$ cat src/rtl/pgm_seq_pkg.sv
package pgm_seq_pkg;
  localparam int CMD_W   = 4;
  localparam int PAY_W   = 16;
  localparam int FRAME_W = CMD_W + PAY_W;
  localparam int ADDR_W  = 22;
  localparam int IDX_W   = $clog2(FRAME_W);
  localparam int STRETCH_BIT = 3;

  typedef enum logic [1:0] {
    OP_CORE   = 2'b00,
    OP_WR_INC = 2'b01,
    OP_WR_PGM = 2'b10,
    OP_LD_ADR = 2'b11
  } op_kind_e;

  localparam logic [CMD_W-1:0] CMD_CORE   = 4'b0000;
  localparam logic [CMD_W-1:0] CMD_WR_INC = 4'b1101;
  localparam logic [CMD_W-1:0] CMD_WR_PGM = 4'b1111;

  typedef struct packed {
    logic             stretch;
    logic [PAY_W-1:0] pay;
    logic [CMD_W-1:0] cmd;
  } frame_t;
endpackage

$ cat src/rtl/pgm_frame_gen.sv
module pgm_frame_gen
  import pgm_seq_pkg::*;
(
  input  op_kind_e          kind_i,
  input  logic [ADDR_W-1:0] data_i,
  input  logic [2:0]        step_i,
  output frame_t            frame_o,
  output logic [2:0]        last_step_o
);
  logic [1:0] pair;
  logic [7:0] sel_byte;

  assign pair = step_i[2:1];

  always_comb begin
    unique case (pair)
      2'd0:    sel_byte = {2'b00, data_i[21:16]};
      2'd1:    sel_byte = data_i[15:8];
      default: sel_byte = data_i[7:0];
    endcase
  end

  always_comb begin
    frame_o     = '0;
    last_step_o = 3'd0;
    unique case (kind_i)
      OP_CORE: begin
        frame_o.cmd = CMD_CORE;
        frame_o.pay = data_i[PAY_W-1:0];
      end
      OP_WR_INC: begin
        frame_o.cmd = CMD_WR_INC;
        frame_o.pay = data_i[PAY_W-1:0];
      end
      OP_WR_PGM: begin
        last_step_o = 3'd1;
        if (step_i == 3'd0) begin
          frame_o.cmd = CMD_WR_PGM;
          frame_o.pay = data_i[PAY_W-1:0];
        end else begin
          frame_o.cmd     = CMD_CORE;
          frame_o.stretch = 1'b1;
        end
      end
      default: begin
        last_step_o = 3'd5;
        frame_o.cmd = CMD_CORE;
        // even step: literal move of address byte; odd step: store to pointer byte
        frame_o.pay = step_i[0] ? {8'h6E, 8'hF8 - {6'd0, pair}} : {8'h0E, sel_byte};
      end
    endcase
  end
endmodule

$ cat src/rtl/pgm_bit_engine.sv
module pgm_bit_engine
  import pgm_seq_pkg::*;
#(
  parameter int HALF_CYC = 2,
  parameter int CNT_W    = 16
) (
  input  logic             clk_i,
  input  logic             rst_ni,
  input  logic             start_i,
  input  frame_t           frame_i,
  input  logic [CNT_W-1:0] hi_cyc_i,
  input  logic [CNT_W-1:0] lo_cyc_i,
  output logic             sclk_o,
  output logic             sdat_o,
  output logic             frame_done_o
);
  localparam logic [CNT_W-1:0] HALF = CNT_W'(HALF_CYC);
  localparam logic [IDX_W-1:0] LAST_BIT = IDX_W'(FRAME_W - 1);

  logic               busy_q, phase_hi_q, stretch_q;
  logic [IDX_W-1:0]   bit_q;
  logic [CNT_W-1:0]   cnt_q, dur;
  logic [FRAME_W-1:0] shreg_q;
  logic [CNT_W-1:0]   hi_eff, lo_eff;

  assign hi_eff = (hi_cyc_i == '0) ? CNT_W'(1) : hi_cyc_i;
  assign lo_eff = (lo_cyc_i == '0) ? CNT_W'(1) : lo_cyc_i;

  always_comb begin
    if (stretch_q && bit_q == IDX_W'(STRETCH_BIT)) dur = phase_hi_q ? hi_eff : lo_eff;
    else dur = HALF;
  end

  logic phase_end;
  assign phase_end    = busy_q && (cnt_q == dur - CNT_W'(1));
  assign frame_done_o = phase_end && !phase_hi_q && (bit_q == LAST_BIT);

  always_ff @(posedge clk_i or negedge rst_ni) begin
    if (!rst_ni) begin
      busy_q     <= 1'b0;
      phase_hi_q <= 1'b0;
      stretch_q  <= 1'b0;
      bit_q      <= '0;
      cnt_q      <= '0;
      shreg_q    <= '0;
      sclk_o     <= 1'b0;
      sdat_o     <= 1'b0;
    end else if (!busy_q) begin
      if (start_i) begin
        busy_q     <= 1'b1;
        phase_hi_q <= 1'b1;
        stretch_q  <= frame_i.stretch;
        bit_q      <= '0;
        cnt_q      <= '0;
        shreg_q    <= {frame_i.pay, frame_i.cmd};
        sclk_o     <= 1'b1;
        sdat_o     <= frame_i.cmd[0];
      end
    end else if (phase_end) begin
      cnt_q <= '0;
      if (phase_hi_q) begin
        phase_hi_q <= 1'b0;
        sclk_o     <= 1'b0;
      end else if (bit_q == LAST_BIT) begin
        busy_q <= 1'b0;
      end else begin
        bit_q      <= bit_q + IDX_W'(1);
        phase_hi_q <= 1'b1;
        shreg_q    <= shreg_q >> 1;
        sclk_o     <= 1'b1;
        sdat_o     <= shreg_q[1];
      end
    end else begin
      cnt_q <= cnt_q + CNT_W'(1);
    end
  end
endmodule

$ cat src/rtl/pgm_seq.sv
module pgm_seq
  import pgm_seq_pkg::*;
#(
  parameter int HALF_CYC = 2,
  parameter int CNT_W    = 16
) (
  input  logic             clk_i,
  input  logic             rst_ni,
  input  logic             op_valid_i,
  output logic             op_ready_o,
  input  logic [1:0]       op_kind_i,
  input  logic [21:0]      op_data_i,
  input  logic [CNT_W-1:0] prog_hi_cyc_i,
  input  logic [CNT_W-1:0] prog_lo_cyc_i,
  output logic             sclk_o,
  output logic             sdat_o,
  output logic             done_o
);
  typedef enum logic [1:0] {S_IDLE, S_LAUNCH, S_WAIT} state_e;

  state_e            state_q;
  op_kind_e          kind_q;
  logic [ADDR_W-1:0] data_q;
  logic [2:0]        step_q, last_step;
  logic [CNT_W-1:0]  hi_q, lo_q;
  logic              done_q, frame_done;
  frame_t            frame;

  pgm_frame_gen u_gen (
    .kind_i      (kind_q),
    .data_i      (data_q),
    .step_i      (step_q),
    .frame_o     (frame),
    .last_step_o (last_step)
  );

  pgm_bit_engine #(.HALF_CYC(HALF_CYC), .CNT_W(CNT_W)) u_eng (
    .clk_i        (clk_i),
    .rst_ni       (rst_ni),
    .start_i      (state_q == S_LAUNCH),
    .frame_i      (frame),
    .hi_cyc_i     (hi_q),
    .lo_cyc_i     (lo_q),
    .sclk_o       (sclk_o),
    .sdat_o       (sdat_o),
    .frame_done_o (frame_done)
  );

  assign op_ready_o = (state_q == S_IDLE);
  assign done_o     = done_q;

  always_ff @(posedge clk_i or negedge rst_ni) begin
    if (!rst_ni) begin
      state_q <= S_IDLE;
      kind_q  <= OP_CORE;
      data_q  <= '0;
      step_q  <= '0;
      hi_q    <= '0;
      lo_q    <= '0;
      done_q  <= 1'b0;
    end else begin
      done_q <= 1'b0;
      unique case (state_q)
        S_IDLE: if (op_valid_i) begin
          kind_q  <= op_kind_e'(op_kind_i);
          data_q  <= op_data_i;
          hi_q    <= prog_hi_cyc_i;
          lo_q    <= prog_lo_cyc_i;
          step_q  <= '0;
          state_q <= S_LAUNCH;
        end
        S_LAUNCH: state_q <= S_WAIT;
        default: if (frame_done) begin
          if (step_q == last_step) begin
            done_q  <= 1'b1;
            state_q <= S_IDLE;
          end else begin
            step_q  <= step_q + 3'd1;
            state_q <= S_LAUNCH;
          end
        end
      endcase
    end
  end
endmodule

$ cat config.mk
export PLATFORM = sky130hd
export DESIGN_NAME = pgm_seq
export DESIGN_NICKNAME = d
export VERILOG_FILES = /design/src/rtl/pgm_seq_pkg.sv /design/src/rtl/pgm_frame_gen.sv /design/src/rtl/pgm_bit_engine.sv /design/src/rtl/pgm_seq.sv
export SDC_FILE = /design/constraint.sdc
export NUM_CORES = 1
export LEC_CHECK = 0
export CORE_AREA = 2 2 132 134
export CTS_CLUSTER_DIAMETER = 150
export CTS_CLUSTER_SIZE = 24
export DETAILED_ROUTE_END_ITERATION = 16
export DIE_AREA = 0 0 134 136
export GPL_TIMING_DRIVEN = 0
export PLACE_DENSITY = 0.6
export RECOVER_POWER = 50
export SLEW_MARGIN = 10
export SYNTH_ARGS = -nofsm -noshare
export SYNTH_HDL_FRONTEND = slang
export SYNTH_SLANG_ARGS = --single-unit
$ cat constraint.sdc
create_clock -name clk_i -period 12 [get_ports clk_i]
set_clock_uncertainty 0.05 [all_clocks]
set_input_delay 2.4 -clock clk_i [delete_from_list [all_inputs] [get_ports clk_i]]
set_output_delay 2.4 -clock clk_i [all_outputs]
set_load 0.02 [all_outputs]
Word level (Yosys, flattened, before mapping)

Cells that the tools add are included.

Bits in registers: 108
Input port bits: 59
Output and inout bits: 4
Word-level logic and storage cells: 113

Add/subtract/negate cells: 5
Eq/ne operators: 14
Multiplexer cells: 54
Bitwise operators: 2
Reduce and logical (&&, ||, !) cells: 23

Operators with widths:

| kind                                                                  | count |
|---|---|
| 16-bit two-way mux                                                    | 8 |
| 20-bit two-way mux                                                    | 5 |
| 20-bit case mux with 3 select lines                                   | 1 |
| 16-bit zero test                                                      | 2 |
| 5-bit two-way mux                                                     | 5 |
| 1-bit two-way mux                                                     | 24 |
| 16-bit by 1-bit adder with 16-bit output, second input constant       | 1 |
| 16-bit equality test                                                  | 1 |
| 8-bit case mux with 2 select lines                                    | 1 |
| 16-bit by 1-bit subtractor with 16-bit output, second input constant  | 1 |
| 15-bit two-way mux                                                    | 1 |
| 3-bit case mux with 2 select lines                                    | 2 |
| 2-bit inequality test, second input constant                          | 5 |
| 3-bit two-way mux                                                     | 3 |
| 2-bit AND reduction                                                   | 4 |
| 4-bit AND reduction                                                   | 2 |
| 2-bit by 1-bit equality test with 1-bit output, second input constant | 3 |
| 2-bit zero test                                                       | 3 |
| 5-bit by 1-bit adder with 5-bit output, second input constant         | 1 |
| 5-bit by 2-bit equality test with 1-bit output, second input constant | 1 |
| 5-bit equality test, second input constant                            | 1 |
| 4-bit by 3-bit subtractor with 5-bit output, first input constant     | 1 |
| 1-bit logical AND                                                     | 4 |
| 2-bit two-way mux                                                     | 2 |
| 13 further kinds                                                      | 16 |

Longest topological paths before layout

Word-level depth: 11
Depth in mapped cells: 18
Depth with buffers taken out: 14

Cells and area by module

A second synthesis with hierarchy kept.

Cells, all modules: 791
Area, all modules: 6922.9 µm²

Modules (own cells, without submodules):

| module         | instances | cells an instance | area each (µm²) |
|---|---|---|---|
| pgm_bit_engine | 1         | 452               | 3990.1 |
| pgm_seq        | 1         | 277               | 2478.6 |
| pgm_frame_gen  | 1         | 62                | 454.2 |

Worst setup path before layout

Ideal clock, no wire load.

Path kind: reg-to-reg
From: register u_eng.bit_q[0]
To: register step_q[1]
Arrival time: 4408 ps
Setup slack: 7417 ps
Cell stages (with the launch flop): 16
Path buffers: 2
Cells stage by stage: dfrtp_1 -> ha_1 -> nor3b_4 -> nand2_1 -> clkbuf_1 -> a211oi_1 -> ha_1 -> clkbuf_1 -> o221a_2 -> o221ai_2 -> xnor2_1 -> or3b_1 -> nor4_2 -> nand3_4 -> or4_4 -> mux2_4

Word-level cells in the longest chain between the ends: 10

RTL lines:

| element                                        | RTL line             | RTL |
|---|---|---|
| from (decl)                                    | pgm_bit_engine.sv:21 | `logic [IDX_W-1:0] bit_q;` |
| from (signal assigned)                         | pgm_bit_engine.sv:67 | `bit_q <= bit_q + IDX_W'(1);` |
| 5-bit by 2-bit equality test with 1-bit output | pgm_bit_engine.sv:30 | `if (stretch_q && bit_q == IDX_W'(STRETCH_BIT)) dur = phase_hi_q ? hi_eff : lo_eff;` |
| 1-bit logical AND                              | pgm_bit_engine.sv:30 |  |
| 16-bit two-way mux                             | pgm_bit_engine.sv:30 |  |
| 16-bit by 1-bit subtractor with 16-bit output  | pgm_bit_engine.sv:35 | `assign phase_end = busy_q && (cnt_q == dur - CNT_W'(1));` |
| 16-bit equality test                           | pgm_bit_engine.sv:35 |  |
| 1-bit logical AND                              | pgm_bit_engine.sv:35 |  |
| 1-bit logical AND                              | pgm_bit_engine.sv:36 | `assign frame_done_o = phase_end && !phase_hi_q && (bit_q == LAST_BIT);` |
| 1-bit logical AND *                            | pgm_bit_engine.sv:36 |  |
| 2-bit nonzero test (no source line) *          | n/a                  |  |
| 4-bit AND reduction (no source line) *         | n/a                  |  |
| to (signal assigned)                           | pgm_seq.sv:78        | `step_q <= step_q + 3'd1;` |
| to (decl)                                      | pgm_seq.sv:24        | `logic [2:0] step_q, last_step;` |

Mark *: on every way between the ends. The rest lies on a longest branch, timed or not.
A chain may end at the register's enable or synchronous reset.

==> metrics.txt <==
outcome finished with violations; failing checks capacitance limit, slew limit; Worst path max stage delay 2.23 ns; setup bufs post-CTS 0; WHS Path Cells 2; number of H-tree levels 3; Post-synth ARST share 100%; initial antenna violation count 0; global-route usage over all layers 21.5%; vias in the first global route 5622; FF-to-FF path depth 17; CTS Root Cell clkbuf_16; reg-to-reg endpoint u_eng.cnt_q[10]$_DFFE_PN0P_; first-pass GRT wire length 30900 um; Most used DFF post-synth dfrtp_1; Post-synth EDFFs 0; Cell Int Power 530 uW; Final Hold Fails 0; TritonCTS Buffers 9; Die Area 18200 um2; xor/xnor share of the synthesized area 2.79%; Max clock buf depth 2; Syn Inst Count 789; measured slew at the worst slew-check pin 3.01 ns; CP Max Fanout 55; Mapped Nets 855; CP Launch Type input pin; dpl hpwl 14100 um; RSZ-0062 raised after global routing no; ANT cells 0; port bufs 62; Setup Total Neg Slack 0 ns; CP required 11.77 ns; Chip Width 134 um; critical path arrival 6.64 ns; sw frac 24.3%; Final Power 700 uW; Peak VDD IR 0.0000652 V; Hold-fix buffers, CTS 0; r2r startpoint u_eng.bit_q[0]$_DFFE_PN0P_; delay-heaviest family, CP buffers and inverters; layout cell share with drive strength beyond 1 6.22%; final global-route overflow total 0; Clock Latency Late Sink 0.37 ns; Seq pwr share 51.5%; WL final 18800 um; CTS tree built; Crit-path slowest cell clkbuf_1; Worst-path clk slew 0.08 ns; largest net degree at the start of global routing 56; adder-cell area share of the yosys netlist 1.33%; via/cell ratio 5.53; Clk pwr share 44.8%; Die Height 136 um; Hold WC Path Type flip-flop to flip-flop; fin crit period 6.87 ns; mapped cell area 6580 um2; Nets 929; max_cap viols 2; fin. max-slew vios 110; RePlAce Congestion 0.910; Mapped Avg Cell Area 8.34 um2; Psw 170 uW; Rel. slew slack -101%; Simple-Gate Fraction of Synth Area 26.9%; Worst Setup Path Type input pin to asynchronous set/reset pin; CP Capture Type asynchronous set/reset pin; Critical Path Most Common Cell clkbuf_1; min-delay src data_q[19]$_DFFE_PN0P_; total clock sinks 107; ANT nets after route 0; Logic pwr share 3.7%; Yosys reg bits 107; DRT Pass-1 Iters 5; routed vias 6047; P_leak 0.00338 uW; largest family of logic cells by synthesized area simple AND/OR/NAND/NOR gates; crit share post-route 57.2%; Layout area overhead 18.3%; Hold EP data_q[19]$_DFFE_PN0P_; Compound-Gate Fraction of Synth Area 19.0%; Bufs and invs on worst path 2; I/O pin cnt 63; initial core utilization 39.0%; unique cell type count in the Yosys netlist 81; PwrDens 89.9 nW/um2; warnings from Yosys 0; FMAX 146 MHz; drt drc 0; drt initial violations 403; WL/cell 17.2 um; worst path cell trace clkbuf_1 -> clkbuf_1; mux cell area share after synthesis 4.39%; R2R setup slack 6.17 ns; Final setup viols 0; sequential area share after synthesis 40.7%; placement row count 48; CTS resizes 0; total core area 16900 um2
==> registers in the layout (all words and copies together), names as in the netlist <==
| name | count |
|---|---|
| step_q | 3 |
| u_eng.sclk_o | 1 |
| u_eng.shreg_q | 20 |
| u_eng.phase_hi_q | 1 |
| u_eng.stretch_q | 1 |
| hi_q | 16 |
| data_q | 22 |
| kind_q | 2 |
| u_eng.cnt_q | 16 |
| u_eng.bit_q | 5 |
| u_eng.busy_q | 1 |
| state_q | 2 |
| done_o | 1 |
| lo_q | 16 |
==> how the worst max path moves through the flow <==
stage,startpoint,slack [ns],cells past startpoint,endpoint
2_1_floorplan,u_eng.bit_q[0]$_DFFE_PN0P_,7.42,15,step_q[1]$_DFFE_PN0P_
3_3_place_gp,rst_ni,4.12,1,data_q[15]$_DFFE_PN0P_
3_5_place_dp,u_eng.bit_q[0]$_DFFE_PN0P_,6.23,17,u_eng.cnt_q[10]$_DFFE_PN0P_
4_1_cts,u_eng.bit_q[0]$_DFFE_PN0P_,6.18,17,u_eng.cnt_q[10]$_DFFE_PN0P_
5_1_grt,rst_ni,4.01,2,step_q[2]$_DFFE_PN0P_
6_report,rst_ni,5.13,2,u_eng.shreg_q[10]$_DFFE_PN0P_
==> per-stage QoR <==
| step | hold slack [ns] | instances | area (um2) | worst slack [ns] | utilization, % |
|---|---|---|---|---|---|
| after floorplan | 0.390 | 789 | 6580 | 7.42 | - |
| after global placement | 0.414 | 1076 | 7480 | 4.12 | 44.3 |
| after detailed placement | 0.414 | 1077 | 7510 | 6.23 | 44.5 |
| after CTS | 0.433 | 1093 | 7820 | 6.18 | 46.3 |
| after global routing | 0.466 | 1093 | 7780 | 4.01 | 46.1 |
| final | 0.427 | 1093 | 7780 | 5.13 | 46.1 |
==> layer usage <==
metal	routed length, um	share of wire, %	up-vias	GRT usage (%)
met5	0	0	-	0
met4	252	1.3	0	6.38
met3	964	5.1	19	3.28
met2	8110	43	184	31.8
met1	9490	50	2875	32.4
li1	-	-	2969	-
==> power by group through the flow <==
stage | clock network, uW | registers (uW) | logic [uW]
after CTS | 318 | 360 | 27.9
final | 314 | 360 | 25.8
after floorplan | 0 | 368 | 0.215
after detailed placement | 0 | 367 | 27.8
after global routing | 331 | 360 | 28.7
after global placement | 0 | 368 | 26.8
==> cell usage in the layout (no fill, tap or decap), types with 5 or more instances in the layout <==
cell type | Yosys | final
a211oi_1 | 6 | 6
nand2b_1 | 5 | 5
nand2_1 | 217 | 217
clkdlybuf4s50_1 | 0 | 60
or4_1 | 6 | 6
mux2i_1 | 17 | 17
a31oi_1 | 6 | 6
o311ai_0 | 6 | 6
or3_1 | 5 | 5
o22ai_1 | 7 | 7
xnor2_1 | 17 | 17
nand4_1 | 6 | 6
a22oi_1 | 6 | 6
mux2_2 | 6 | 6
dfrtp_1 | 107 | 107
a22o_1 | 7 | 7
nor2_1 | 37 | 37
nor3_1 | 21 | 21
a221o_1 | 7 | 7
ha_1 | 7 | 7
nor4_1 | 9 | 9
clkbuf_16 | 0 | 9
inv_1 | 24 | 24
o21a_1 | 5 | 5
nand3_1 | 31 | 31
a21oi_1 | 33 | 33
o2bb2ai_1 | 14 | 14
o211ai_1 | 5 | 5
clkbuf_1 | 37 | 39
o21ai_0 | 28 | 28
a221oi_1 | 7 | 7
and3_1 | 8 | 8
nor3b_1 | 5 | 5
==> kinds of logic after synthesis <==
logic type	count (synthesis)
compound gates	171
xor+xnor	21
fa+ha+maj	7
buf+inv	76
flops	107
mux	26
simple gates	381
==> cell usage after synthesis (all sizes together) (7+ instances only) <==
cell	instances	area share (%)
nand2	217	12
dfrtp	107	41
nor2	38	2.2
clkbuf	37	2.1
a21oi	33	2.5
nand3	32	2.6
o21ai	30	2.3
inv	25	1.4
nor3	23	1.9
mux2i	19	3.1
xnor2	17	2.3
o2bb2ai	14	1.9
buf	13	1.3
nor4	10	1.0
and3	8	0.76
a211oi	7	0.87
a221o	7	1.1
a221oi	7	0.93
a22o	7	0.93
ha	7	1.3
mux2	7	1.3
nor3b	7	1.0
o211ai	7	0.95
o22ai	7	0.67
or4	7	0.86
==> final cells by class <==
class	instances	area, um2
inverter	26	97.6
multi-input combinational	606	3580
buffer	50	226
sequential	107	2680
clock inverter	6	65.1
timing repair buffer	63	618
clock buffer	10	239
fill	1669	9090
tap	225	282
No activity file was read; power rests on OpenSTA's default activity.
